<file path="config.mk">
export PLATFORM = sky130hd
export DESIGN_NAME = cfgsel_top
export DESIGN_NICKNAME = d
export VERILOG_FILES = /design/src/rtl/cfgsel_pkg.sv /design/src/rtl/cfgsel_sync.sv /design/src/rtl/cfgsel_filter.sv /design/src/rtl/cfgsel_tick_timer.sv /design/src/rtl/cfgsel_top.sv
export SDC_FILE = /design/constraint.sdc
export NUM_CORES = 1
export LEC_CHECK = 0
export ABC_AREA = 1
export BUFFER_PORTS_ARGS = -buffer_cell sky130_fd_sc_hd__buf_2
export CAP_MARGIN = 20
export CORE_MARGIN = 1.5
export CORE_UTILIZATION = 45
export CTS_CLUSTER_DIAMETER = 200
export DETAILED_ROUTE_END_ITERATION = 8
export PLACE_DENSITY_LB_ADDON = 0.12
export SYNTH_ARGS = -nofsm -noshare
export SYNTH_HDL_FRONTEND = slang
export SYNTH_SLANG_ARGS = --single-unit
</file>
<file path="constraint.sdc">
create_clock -name clk_i -period 1.9 [get_ports clk_i]
set_input_delay 0.475 -clock clk_i [delete_from_list [all_inputs] [get_ports clk_i]]
set_output_delay 0.475 -clock clk_i [all_outputs]
set_load 0.01 [all_outputs]
</file>
<file path="src/rtl/cfgsel_pkg.sv">
package cfgsel_pkg;
    localparam int SEL_W = 2;

    typedef enum logic [2:0] {
        ST_INIT,
        ST_STARTUP,
        ST_IDLE,
        ST_SETTLE,
        ST_HOST
    } cfg_state_t;

    typedef struct packed {
        cfg_state_t       st;
        logic             host;
        logic [SEL_W-1:0] bank;
        logic [SEL_W-1:0] pins_ref;
        logic             load;
        logic             err;
    } cfg_ctl_t;
endpackage

</file>
<file path="src/rtl/cfgsel_sync.sv">
module cfgsel_sync #(
    parameter int WIDTH  = 2,
    parameter int STAGES = 2
) (
    input  logic             clk_i,
    input  logic             rst_ni,
    input  logic [WIDTH-1:0] async_i,
    output logic [WIDTH-1:0] sync_o
);
    logic [STAGES-1:0][WIDTH-1:0] chain_d, chain_q;

    always_comb begin
        chain_d[0] = async_i;
        for (int s = 1; s < STAGES; s++) begin
            chain_d[s] = chain_q[s-1];
        end
    end

    generate
        for (genvar g = 0; g < STAGES; g++) begin : g_stage
            always_ff @(posedge clk_i or negedge rst_ni) begin
                if (!rst_ni) chain_q[g] <= '0;
                else         chain_q[g] <= chain_d[g];
            end
        end
    endgenerate

    assign sync_o = chain_q[STAGES-1];
endmodule

</file>
<file path="src/rtl/cfgsel_filter.sv">
module cfgsel_filter #(
    parameter int WIDTH      = 2,
    parameter int STABLE_CYC = 4
) (
    input  logic             clk_i,
    input  logic             rst_ni,
    input  logic [WIDTH-1:0] in_i,
    output logic [WIDTH-1:0] value_o,
    output logic             valid_o
);
    localparam int CW = (STABLE_CYC > 1) ? $clog2(STABLE_CYC) : 1;
    localparam logic [CW-1:0] CMAX = CW'(STABLE_CYC - 1);

    logic [WIDTH-1:0] cand_d, cand_q;
    logic [CW-1:0]    cnt_d, cnt_q;

    always_comb begin
        cand_d = cand_q;
        cnt_d  = cnt_q;
        if (in_i != cand_q) begin
            cand_d = in_i;
            cnt_d  = '0;
        end else if (cnt_q != CMAX) begin
            cnt_d = cnt_q + 1'b1;
        end
    end

    always_ff @(posedge clk_i or negedge rst_ni) begin
        if (!rst_ni) begin
            cand_q <= '0;
            cnt_q  <= '0;
        end else begin
            cand_q <= cand_d;
            cnt_q  <= cnt_d;
        end
    end

    assign value_o = cand_q;
    assign valid_o = (cnt_q == CMAX);

    // a candidate that moved last cycle is never reported as valid yet
    p_fresh_invalid_r11: assert property (@(posedge clk_i) disable iff (!rst_ni)
        (in_i != cand_q) |=> (STABLE_CYC == 1) || !valid_o);
endmodule

</file>
<file path="src/rtl/cfgsel_tick_timer.sv">
module cfgsel_tick_timer #(
    parameter int LIMIT = 11
) (
    input  logic                       clk_i,
    input  logic                       rst_ni,
    input  logic                       clear_i,
    input  logic                       tick_i,
    output logic [$clog2(LIMIT+1)-1:0] count_o
);
    localparam int TW = $clog2(LIMIT + 1);
    localparam logic [TW-1:0] TMAX = TW'(LIMIT);

    logic [TW-1:0] count_d, count_q;

    always_comb begin
        count_d = count_q;
        if (clear_i)                    count_d = '0;
        else if (tick_i && count_q != TMAX) count_d = count_q + 1'b1;
    end

    always_ff @(posedge clk_i or negedge rst_ni) begin
        if (!rst_ni) count_q <= '0;
        else         count_q <= count_d;
    end

    assign count_o = count_q;

    // the tick count saturates instead of wrapping
    p_saturate_r6: assert property (@(posedge clk_i) disable iff (!rst_ni)
        (count_q == TMAX && !clear_i) |=> count_q == TMAX);
endmodule

</file>
<file path="src/rtl/cfgsel_top.sv">
module cfgsel_top
    import cfgsel_pkg::*;
#(
    parameter int STABLE_CYC    = 4,
    parameter int STARTUP_TICKS = 11,
    parameter int SETTLE_TICKS  = 2,
    parameter int SYNC_STAGES   = 2
) (
    input  logic             clk_i,
    input  logic             rst_ni,
    input  logic             ms_tick_i,
    input  logic             strap_i,
    input  logic [SEL_W-1:0] sel_i,
    input  logic             lock_i,
    output logic [SEL_W-1:0] bank_o,
    output logic             load_o,
    output logic             host_mode_o,
    output logic             err_o
);
    localparam int TLIM = (STARTUP_TICKS > SETTLE_TICKS) ? STARTUP_TICKS : SETTLE_TICKS;
    localparam int TW   = $clog2(TLIM + 1);
    localparam logic [TW-1:0] T_START  = TW'(STARTUP_TICKS);
    localparam logic [TW-1:0] T_SETTLE = TW'(SETTLE_TICKS);

    cfg_ctl_t         ctl_d, ctl_q;
    logic [SEL_W-1:0] sel_sync;
    logic [SEL_W-1:0] filt_val;
    logic             filt_ok;
    logic [TW-1:0]    tcount;
    logic             tclear;
    logic [SEL_W-1:0] diff;

    cfgsel_sync #(.WIDTH(SEL_W), .STAGES(SYNC_STAGES)) u_sync (
        .clk_i  (clk_i),
        .rst_ni (rst_ni),
        .async_i(sel_i),
        .sync_o (sel_sync)
    );

    cfgsel_filter #(.WIDTH(SEL_W), .STABLE_CYC(STABLE_CYC)) u_filt (
        .clk_i  (clk_i),
        .rst_ni (rst_ni),
        .in_i   (sel_sync),
        .value_o(filt_val),
        .valid_o(filt_ok)
    );

    cfgsel_tick_timer #(.LIMIT(TLIM)) u_timer (
        .clk_i  (clk_i),
        .rst_ni (rst_ni),
        .clear_i(tclear),
        .tick_i (ms_tick_i),
        .count_o(tcount)
    );

    assign diff = filt_val ^ ctl_q.pins_ref;

    always_comb begin
        ctl_d      = ctl_q;
        ctl_d.load = 1'b0;
        tclear     = 1'b0;
        unique case (ctl_q.st)
            ST_INIT: begin
                tclear         = 1'b1;
                ctl_d.host     = !strap_i || lock_i;
                ctl_d.bank     = (!strap_i || lock_i) ? '0 : sel_i;
                ctl_d.pins_ref = sel_i;
                ctl_d.load     = 1'b1;
                ctl_d.st       = (!strap_i || lock_i) ? ST_HOST : ST_STARTUP;
            end
            ST_STARTUP: begin
                if (filt_ok) ctl_d.pins_ref = filt_val;
                if (tcount >= T_START) ctl_d.st = ST_IDLE;
            end
            ST_IDLE: begin
                if (filt_ok && diff != '0) begin
                    ctl_d.pins_ref = filt_val;
                    if ($countones(diff) > 1) begin
                        ctl_d.err = 1'b1;
                    end else begin
                        ctl_d.bank = filt_val;
                        ctl_d.load = 1'b1;
                        ctl_d.st   = ST_SETTLE;
                        tclear     = 1'b1;
                    end
                end
            end
            ST_SETTLE: begin
                if (filt_ok) ctl_d.pins_ref = filt_val;
                if (tcount >= T_SETTLE) ctl_d.st = ST_IDLE;
            end
            ST_HOST: begin
                ctl_d.bank = '0;
            end
            default: ctl_d.st = ST_INIT;
        endcase
    end

    always_ff @(posedge clk_i or negedge rst_ni) begin
        if (!rst_ni) begin
            ctl_q.st       <= ST_INIT;
            ctl_q.host     <= 1'b0;
            ctl_q.bank     <= '0;
            ctl_q.pins_ref <= '0;
            ctl_q.load     <= 1'b0;
            ctl_q.err      <= 1'b0;
        end else begin
            ctl_q <= ctl_d;
        end
    end

    assign bank_o      = ctl_q.bank;
    assign load_o      = ctl_q.load;
    assign host_mode_o = ctl_q.host;
    assign err_o       = ctl_q.err;

    // the load request never lasts longer than one cycle
    p_load_single_r5: assert property (@(posedge clk_i) disable iff (!rst_ni)
        load_o |=> !load_o);

    // the bank only ever moves together with a load request
    p_bank_with_load_r7: assert property (@(posedge clk_i) disable iff (!rst_ni)
        !$stable(bank_o) |-> load_o);

    // ownership is frozen once the strap has been captured
    p_owner_frozen_r1: assert property (@(posedge clk_i) disable iff (!rst_ni)
        (ctl_q.st != ST_INIT) |=> $stable(host_mode_o));

    // host ownership always presents bank zero
    p_host_bank_r3: assert property (@(posedge clk_i) disable iff (!rst_ni)
        host_mode_o |-> bank_o == '0);

    // the error flag holds once set
    p_err_sticky_r9: assert property (@(posedge clk_i) disable iff (!rst_ni)
        err_o |=> err_o);

    // raising the error leaves the bank alone and requests no load
    p_err_keeps_bank_r9: assert property (@(posedge clk_i) disable iff (!rst_ni)
        $rose(err_o) |-> ($stable(bank_o) && !load_o));

    // a busy block stays busy while the settle count is short
    p_settle_hold_r8: assert property (@(posedge clk_i) disable iff (!rst_ni)
        (ctl_q.st == ST_SETTLE && tcount < T_SETTLE) |=> $stable(bank_o));
endmodule

</file>
==> results of run 1 <==
[power by group through the flow]
stage,registers [uW],logic (uW),clock network (uW)
after detailed placement,683,540,0
final,674,535,359
after CTS,674,544,371
after global placement,682,528,0
after floorplan,680,423,0
after global routing,697,608,391
[kinds of logic after synthesis]
family                     synth area share [%]
adders and majority gates                 3.109
AOI/OAI and AO/OA                         10.36
and+or+nand+nor                           27.05
xor gates and xnor gates                  3.628
DFF                                       45.60
buffers and inverters                     10.26
[final timing paths]
path | from | end | slack (ns) | cells after the start
min in group clk_i | sel_i[1] | u_sync.chain_d[3] | 0.30 | 1
max reg2reg | u_timer.count_o[0] | u_timer.count_o[1] | 0.49 | 7
min reg2reg | u_sync.chain_d[2] | u_sync.sync_o[0] | 0.36 | 0
min | rst_ni | u_sync.sync_o[1] | 0.11 | 1
max in group asynchronous | rst_ni | err_o | 1.45 | 1
max | u_timer.count_o[0] | u_timer.count_o[1] | 0.49 | 7
[state kept, by name, summed over array words and instances, names as in the netlist, 2 cells and up]
register / count
u_timer.count_o: 4
u_filt.cnt_q: 2
ctl_q: 5
bank_o: 2
u_sync.sync_o: 2
u_filt.value_o: 2
u_sync.chain_d: 2
[layout by cell type, fill, tap and decap left out, types with 2 or more instances in the layout]
cell type and count:
xor2_1 3, a22oi_1 2, clkbuf_4 3, inv_4 2, nor2_2 5, dfrtp_1 22
ha_1 3, nand3_1 8, nand2_4 3, buf_2 11, a21oi_1 3, xnor2_1 2
nand4_1 5, nand2_1 27, nand2_2 6, inv_2 5, o21ai_0 6, o21ai_1 3
nor2_1 6, inv_1 16
[worst max-delay path: cells and delay by family, from the launching register on]
family          cells  cell delay (ns)
fa+ha+maj           1             0.23
flops               1             0.44
simple gates        3             0.26
compound gates      2             0.35
buf+inv             1             0.07
[final cells by class]
cell class                      count  area, sq um
Clock inverter                      1        30.03
Tap cell                           30        37.54
Multi-Input combinational cell     88        533.0
Timing Repair Buffer               11        55.05
Inverter                           24        96.34
Clock buffer                        3        22.52
Sequential cell                    22        550.5
Fill cell                         246         1175
[metal layers]
metal | track usage (%) | part of all wire (%) | vias to the layer above
met2 | 26.19 | 46 | 21
met1 | 22.74 | 49 | 413
met4 | 9.583 | 0.98 | 0
met5 | 0 | 0 | -
met3 | 3.552 | 3.6 | 4
li1 | - | - | 455
[metrics by stage]
stage / util, % / hold WS (ns)
2_1_floorplan: - / 0.1794
3_3_place_gp: 50.90 / 0.3330
3_5_place_dp: 50.90 / 0.3356
4_1_cts: 53.00 / 0.1115
5_1_grt: 53.00 / 0.1293
6_report: 53.00 / 0.1054
==> qor.yml, run 1 <==
floorplanning:
  die_h_um: 54.80
  initial_core_util_pct: 48.30
  ioPinCount: 12
  core_area_sq_um: 2500
  die_w_um: 54.80
  fp.dieArea_sq_um: 3003
  fp-row-count: 18
clock_tree:
  clkSinkCount: 22
  clk_latency_ns: 0.31
  cts_resized: 0
  h-tree-depth: 1
  cts_tree: "done"
  clk_pin_slew_ns: 0.13
  post-cts-setup-buffers: 0
  clockBufferDepth: 2
  cts_buffers: 3
  postCtsHoldBufs: 0
  clockRootBuffer: "clkbuf_4"
power:
  seqPwrFrac_pct: 43.0
  cellPowerDensity_nw_per_um2: 1184
  p_comb_share_pct: 34.1
  total_power_uw: 1569
  leakage_uw: 0.0007039
  p_sw_uw: 570.3
  max-vdd-ir-drop_mv: 0.7354
  switching_share_pct: 36.35
  intPower_uw: 998.8
  clkPwrFrac_pct: 22.9
timing:
  fin_crit_sh_pct: 74.22
  finalSetupTns_ns: 0
  fmax_mhz: 709.1
  period_needed_ns: 1.410
  slew_violations: 0
  setup_viol: 0
  final.setup_skew_ns: 0.006866
  setup_ws_ns: 0.4898
  hold_viol_final: 0
  relSlewSlack_pct: 66.58
  rsz0062_at_grt: "no"
  tightest_slew_ns: 0.5013
place:
  place_area_sq_um: 1272
  pre_cts_ws_ns: 0.5251
  dpl.hpwl_um: 1642
  dp.cells: 175
  port_buffers: 11
  place.gp.congestion: 0.8296
global_routing:
  grt_pass1_vias: 845
  grt_pass1_wl_um: 3546
  grtUsageTotal_pct: 17.24
  antenna_found_initial: 0
  grt_overflow: 0
  grt_max_degree: 23
drt:
  drc: 0
  drtIter0Drc: 15
  detail-route-antenna-nets: 0
  vias_per_cell: 4.989
  drtPass1Iterations: 4
  vias: 893
  wl_per_cell_um: 11.97
  drt_wl_total_um: 2142
worst_setup_path:
  cp_cell_sequence: "ha_1 > nand2_1 > o21ai_1 > nand2_1 > o21ai_0 > inv_1 > nor2_2"
  worst-setup-path-type: "flip-flop to flip-flop"
  cp-start-kind: "flip-flop"
  required_ns: 2.15
  crit_path_max_fanout: 4
  endpoint_kind: "flip-flop"
  slowest_delay_ns: 0.44
  worst_ep_arrival_time_ns: 1.66
  slowest_stage: "dfrtp_1"
  critPathMostFrequentCell: "nand2_1"
yosys:
  async_reset_ff_share_pct: 100.0
  synth_commonest_cells: "nand2_1, dfrtp_1, inv_1"
  yosysWarnings: 0
  yosysSeqAreaShare_pct: 45.60
  synth_top_area_share_pct: 45.60
  synth_top_area_cell: "dfrtp_1"
  ys_ff_latch: 22
  netlist_instances: 139
  yosysMostFrequentCell: "nand2_1"
  synth_edf_count: 0
  netlist_area_sq_um: 1207
  syn_avg_cell_area_sq_um: 8.686
  synthFlopType: "dfrtp_1"
  synth_cell_types: 28
  synth_area_leaders: "dfrtp_1, nand2_1, inv_1, nand3_1, ha_1"
  syn_nets: 149
finish:
  drive_above_1_share_pct: 28.86
  final_area_sq_um: 1325
  fin_cells: 179
  final_nets: 160
  syn_to_final_growth_pct: 9.741
  diodes: 0
outcome:
  status: "finished, final reports clean"
job:
  drv_cap: 0
min_path:
  hold_class: "input pin to asynchronous set/reset pin"
Note: power is estimated with default switching activity, not from simulation.
==> inputs of run 2 (changes only) <==
- ABC_AREA: 1 -> 0
- clock period: 1.9 -> 1.2 ns (I/O delays scaled with it)
==> run 2 against run 1 <==
The run now ends with negative setup slack left. Power increased by 46%. Sequential cell count unchanged. Non-clock buffer count increased by 28. Largest power group unchanged.
==> qor.yml, run 2 <==
finish:
  final_common_cell: "buf_4"
  regMostFlops: "ctl_q"
  num-fill-cells: 190  # -23%
  fin_cells: 165  # -7.8%
  fin_util_pct: 66.30  # +13 points
  drive_above_1_share_pct: 48.18  # +19 points
  largest_reg_flops: 5  # unchanged
  syn_to_final_growth_pct: 36.27
  final_area_sq_um: 1509  # +14%
  layout_common_cells: "buf_4, dfrtp_1, buf_2"
  diodes: 0  # unchanged
  final_nets: 148  # -7.5%
drt:
  vias_per_cell: 5.103  # +2.3%
  drtPass1Iterations: 4  # unchanged
  drt_wl_total_um: 2199  # +2.7%
  wl_per_cell_um: 13.33  # +11%
  detail-route-antenna-nets: 0  # unchanged
  drc: 0  # unchanged
  vias: 842  # -5.7%
  drtIter0Drc: 26  # +11
floorplanning:
  initial_core_util_pct: 48.65  # +0.35 points
  fp-row-count: 17  # -1
  ioPinCount: 12  # unchanged
  die_w_um: 52.61  # -4.0%
  die_h_um: 52.61  # -4.0%
  core_area_sq_um: 2276  # -9.0%
  fp.dieArea_sq_um: 2767  # -7.9%
timing:
  hold_viol_final: 0  # unchanged
  setup_viol: 12  # +12
  tightest_slew_ns: 0.4957  # -0.005612 ns
  fmax_mhz: 649.2  # -8.4%
  fin_crit_sh_pct: 128.4  # +54 points
  rsz0062_at_grt: "yes"
  setup_ws_ns: -0.3403  # -0.8301 ns
  period_needed_ns: 1.540  # +0.1301 ns
  relSlewSlack_pct: 66.95  # +0.37 points
  holdWs_ns: 0.1432  # +0.03775 ns
  final.setup_skew_ns: 0.002610  # -0.004256 ns
  slew_violations: 0  # unchanged
yosys:
  synth_commonest_cells: "dfrtp_1, inv_1"
  synth_area_leaders: "dfrtp_1, xnor2_1, ha_1, inv_1, xnor2_2"
  synth_cell_types: 36  # +29%
  ys_ff_latch: 22  # unchanged
  netlist_area_sq_um: 1107  # -8.3%
  synthFlopType: "dfrtp_1"
  yosysWarnings: 0  # unchanged
  yosysSeqAreaShare_pct: 49.72  # +4.1 points
  synth_top_area_cell: "dfrtp_1"
  synth_top_area_share_pct: 49.72  # +4.1 points
  yosysMostFrequentCell: "dfrtp_1"
  netlist_instances: 102  # -27%
  synth_edf_count: 0  # unchanged
  async_reset_ff_share_pct: 100.0  # unchanged
  syn_nets: 112  # -25%
  syn_avg_cell_area_sq_um: 10.86  # +25%
worst_setup_path:
  endpoint_kind: "flip-flop"
  required_ns: 1.39  # -0.76 ns
  slowest_stage: "dfrtp_1"
  cp_cell_sequence: "xnor2_2 > xor2_2 > a31oi_4 > mux2_4"
  worst_ep_arrival_time_ns: 1.73  # +0.07 ns
  crit_path_max_fanout: 3  # -1
  worst-setup-path-type: "flip-flop to flip-flop"
  cp-start-kind: "flip-flop"
  slowest_delay_ns: 0.43  # about the same
job:
  drv_cap: 0  # unchanged
place:
  dp.cells: 158  # -9.7%
  pre_cts_ws_ns: -0.3255  # -0.8506 ns
  place_area_sq_um: 1349  # +6.0%
  port_buffers: 11  # unchanged
  dpl.hpwl_um: 1600  # -2.5%
  place.gp.congestion: 0.8194  # -1.2%
clock_tree:
  clockBufferDepth: 2  # unchanged
  clkSinkCount: 22  # unchanged
  clk_pin_slew_ns: 0.12  # about the same
  clk_latency_ns: 0.29  # -0.02 ns
  h-tree-depth: 1  # unchanged
  cts_tree: "done"
  clockRootBuffer: "clkbuf_4"
  cts_buffers: 3  # unchanged
power:
  max-vdd-ir-drop_mv: 0.8956  # +22%
  p_sw_uw: 761.7  # +34%
  switching_share_pct: 33.31  # -3.0 points
  intPower_uw: 1525  # +53%
  seqPwrFrac_pct: 43.7  # +0.7 points
  cellPowerDensity_nw_per_um2: 1515  # +28%
  clkPwrFrac_pct: 17.4  # -5.5 points
  p_comb_share_pct: 38.9  # +4.8 points
  leakage_uw: 0.0006926  # -1.6%
global_routing:
  grt_pass1_vias: 873  # +3.3%
  grt_pass1_wl_um: 3781  # +6.6%
  grtUsageTotal_pct: 18.59  # +1.3 points
  grt_max_degree: 23  # unchanged
  grt_overflow: 0  # unchanged
  antenna_found_initial: 0  # unchanged
outcome:
  violations: "negative setup slack"
  status: "finished with violations"
min_path:
  hold_class: "input pin to flip-flop"
## run 2: cell types whose count changed in the layout (fill, tap and decap cells not counted), sizes merged, moves of 4 or more
| cell | change |
|---|---|
| xnor2 | +5 |
| nand3 | -8 |
| nand4 | -4 |
| nor2 | -7 |
| o21ai | -10 |
| a31oi | +4 |
| buf | +27 |
| inv | -13 |
| nand2 | -32 |
## run 2: path summary, 6_finish.rpt
check	startpoint	endpoint	slack, ns	depth (start not counted)
setup / recovery	ctl_q[3]	bank_o[0]	-0.34	4
hold / removal	sel_i[0]	u_sync.chain_d[2]	0.14	1
setup reg to reg	ctl_q[3]	bank_o[0]	-0.34	4
hold reg to reg	u_sync.chain_d[3]	u_sync.sync_o[1]	0.36	0
max in group asynchronous	rst_ni	bank_o[0]	0.39	2
min in group asynchronous	rst_ni	u_filt.cnt_q[1]	0.48	2
## run 2: per-layer routing
metal	track usage [%]	share of wire (%)
met1	24.86	49
met2	31.25	49
met3	2.571	2.3
met4	5.128	0
met5	0	0
## run 2: cells by family (layout without fill, tap and decap cells)
| family | Yosys count | in the layout | synth area share [%] |
|---|---|---|---|
| DFF | 22 | 22 | 49.72 |
| and+or+nand+nor | 20 | 20 | 9.041 |
| adders and majority gates | 3 | 3 | 3.390 |
| AOI/OAI and AO/OA | 23 | 23 | 15.93 |
| xor gates and xnor gates | 10 | 10 | 9.266 |
| buffers and inverters | 18 | 53 | 6.892 |
| muxes | 6 | 6 | 5.763 |
## run 2: final cells by class
type	instances	area [sq um]	share of cell area, %
clock buffers	4	36.28	2.405
flip-flops and latches	22	550.5	36.48
inverters	10	37.54	2.488
repair buffers	39	267.8	17.74
multi-input cells	62	581.8	38.56
well taps	28	35.03	2.322
## run 2: critical path: cells and delay by family (launching register included)
family	cells	cell delay (ns)
xor+xnor	2	0.45
flops	1	0.43
mux	1	0.31
compound gates	1	0.24
## run 2: repair_timing
action / 4_1_cts / 5_1_grt
buffers inserted: 1 / 3
hold endpoints to repair: 22 / 0
gates resized for setup: 8 / 11
hold buffers: 1 / 0
pin swaps: 6 / 7
setup endpoints to repair: 12 / 14
## run 2: through the flow
stage / power [uW] / setup TNS (ns)
3_5_place_dp: 1711 / -2.607
5_1_grt: 2449 / -4.120
6_report: 2287 / -3.028
3_3_place_gp: 1695 / -2.152
4_1_cts: 2198 / -2.347
2_1_floorplan: 1397 / -1.037
## run 2: power by group through the flow
stage	Combinational, uW	Sequential (uW)	Clock (uW)
after CTS	792	990	416
after detailed placement	706	1000	0
after global placement	694	1000	0
final	889	999	398
after floorplan	406	991	0
after global routing	994	1020	437
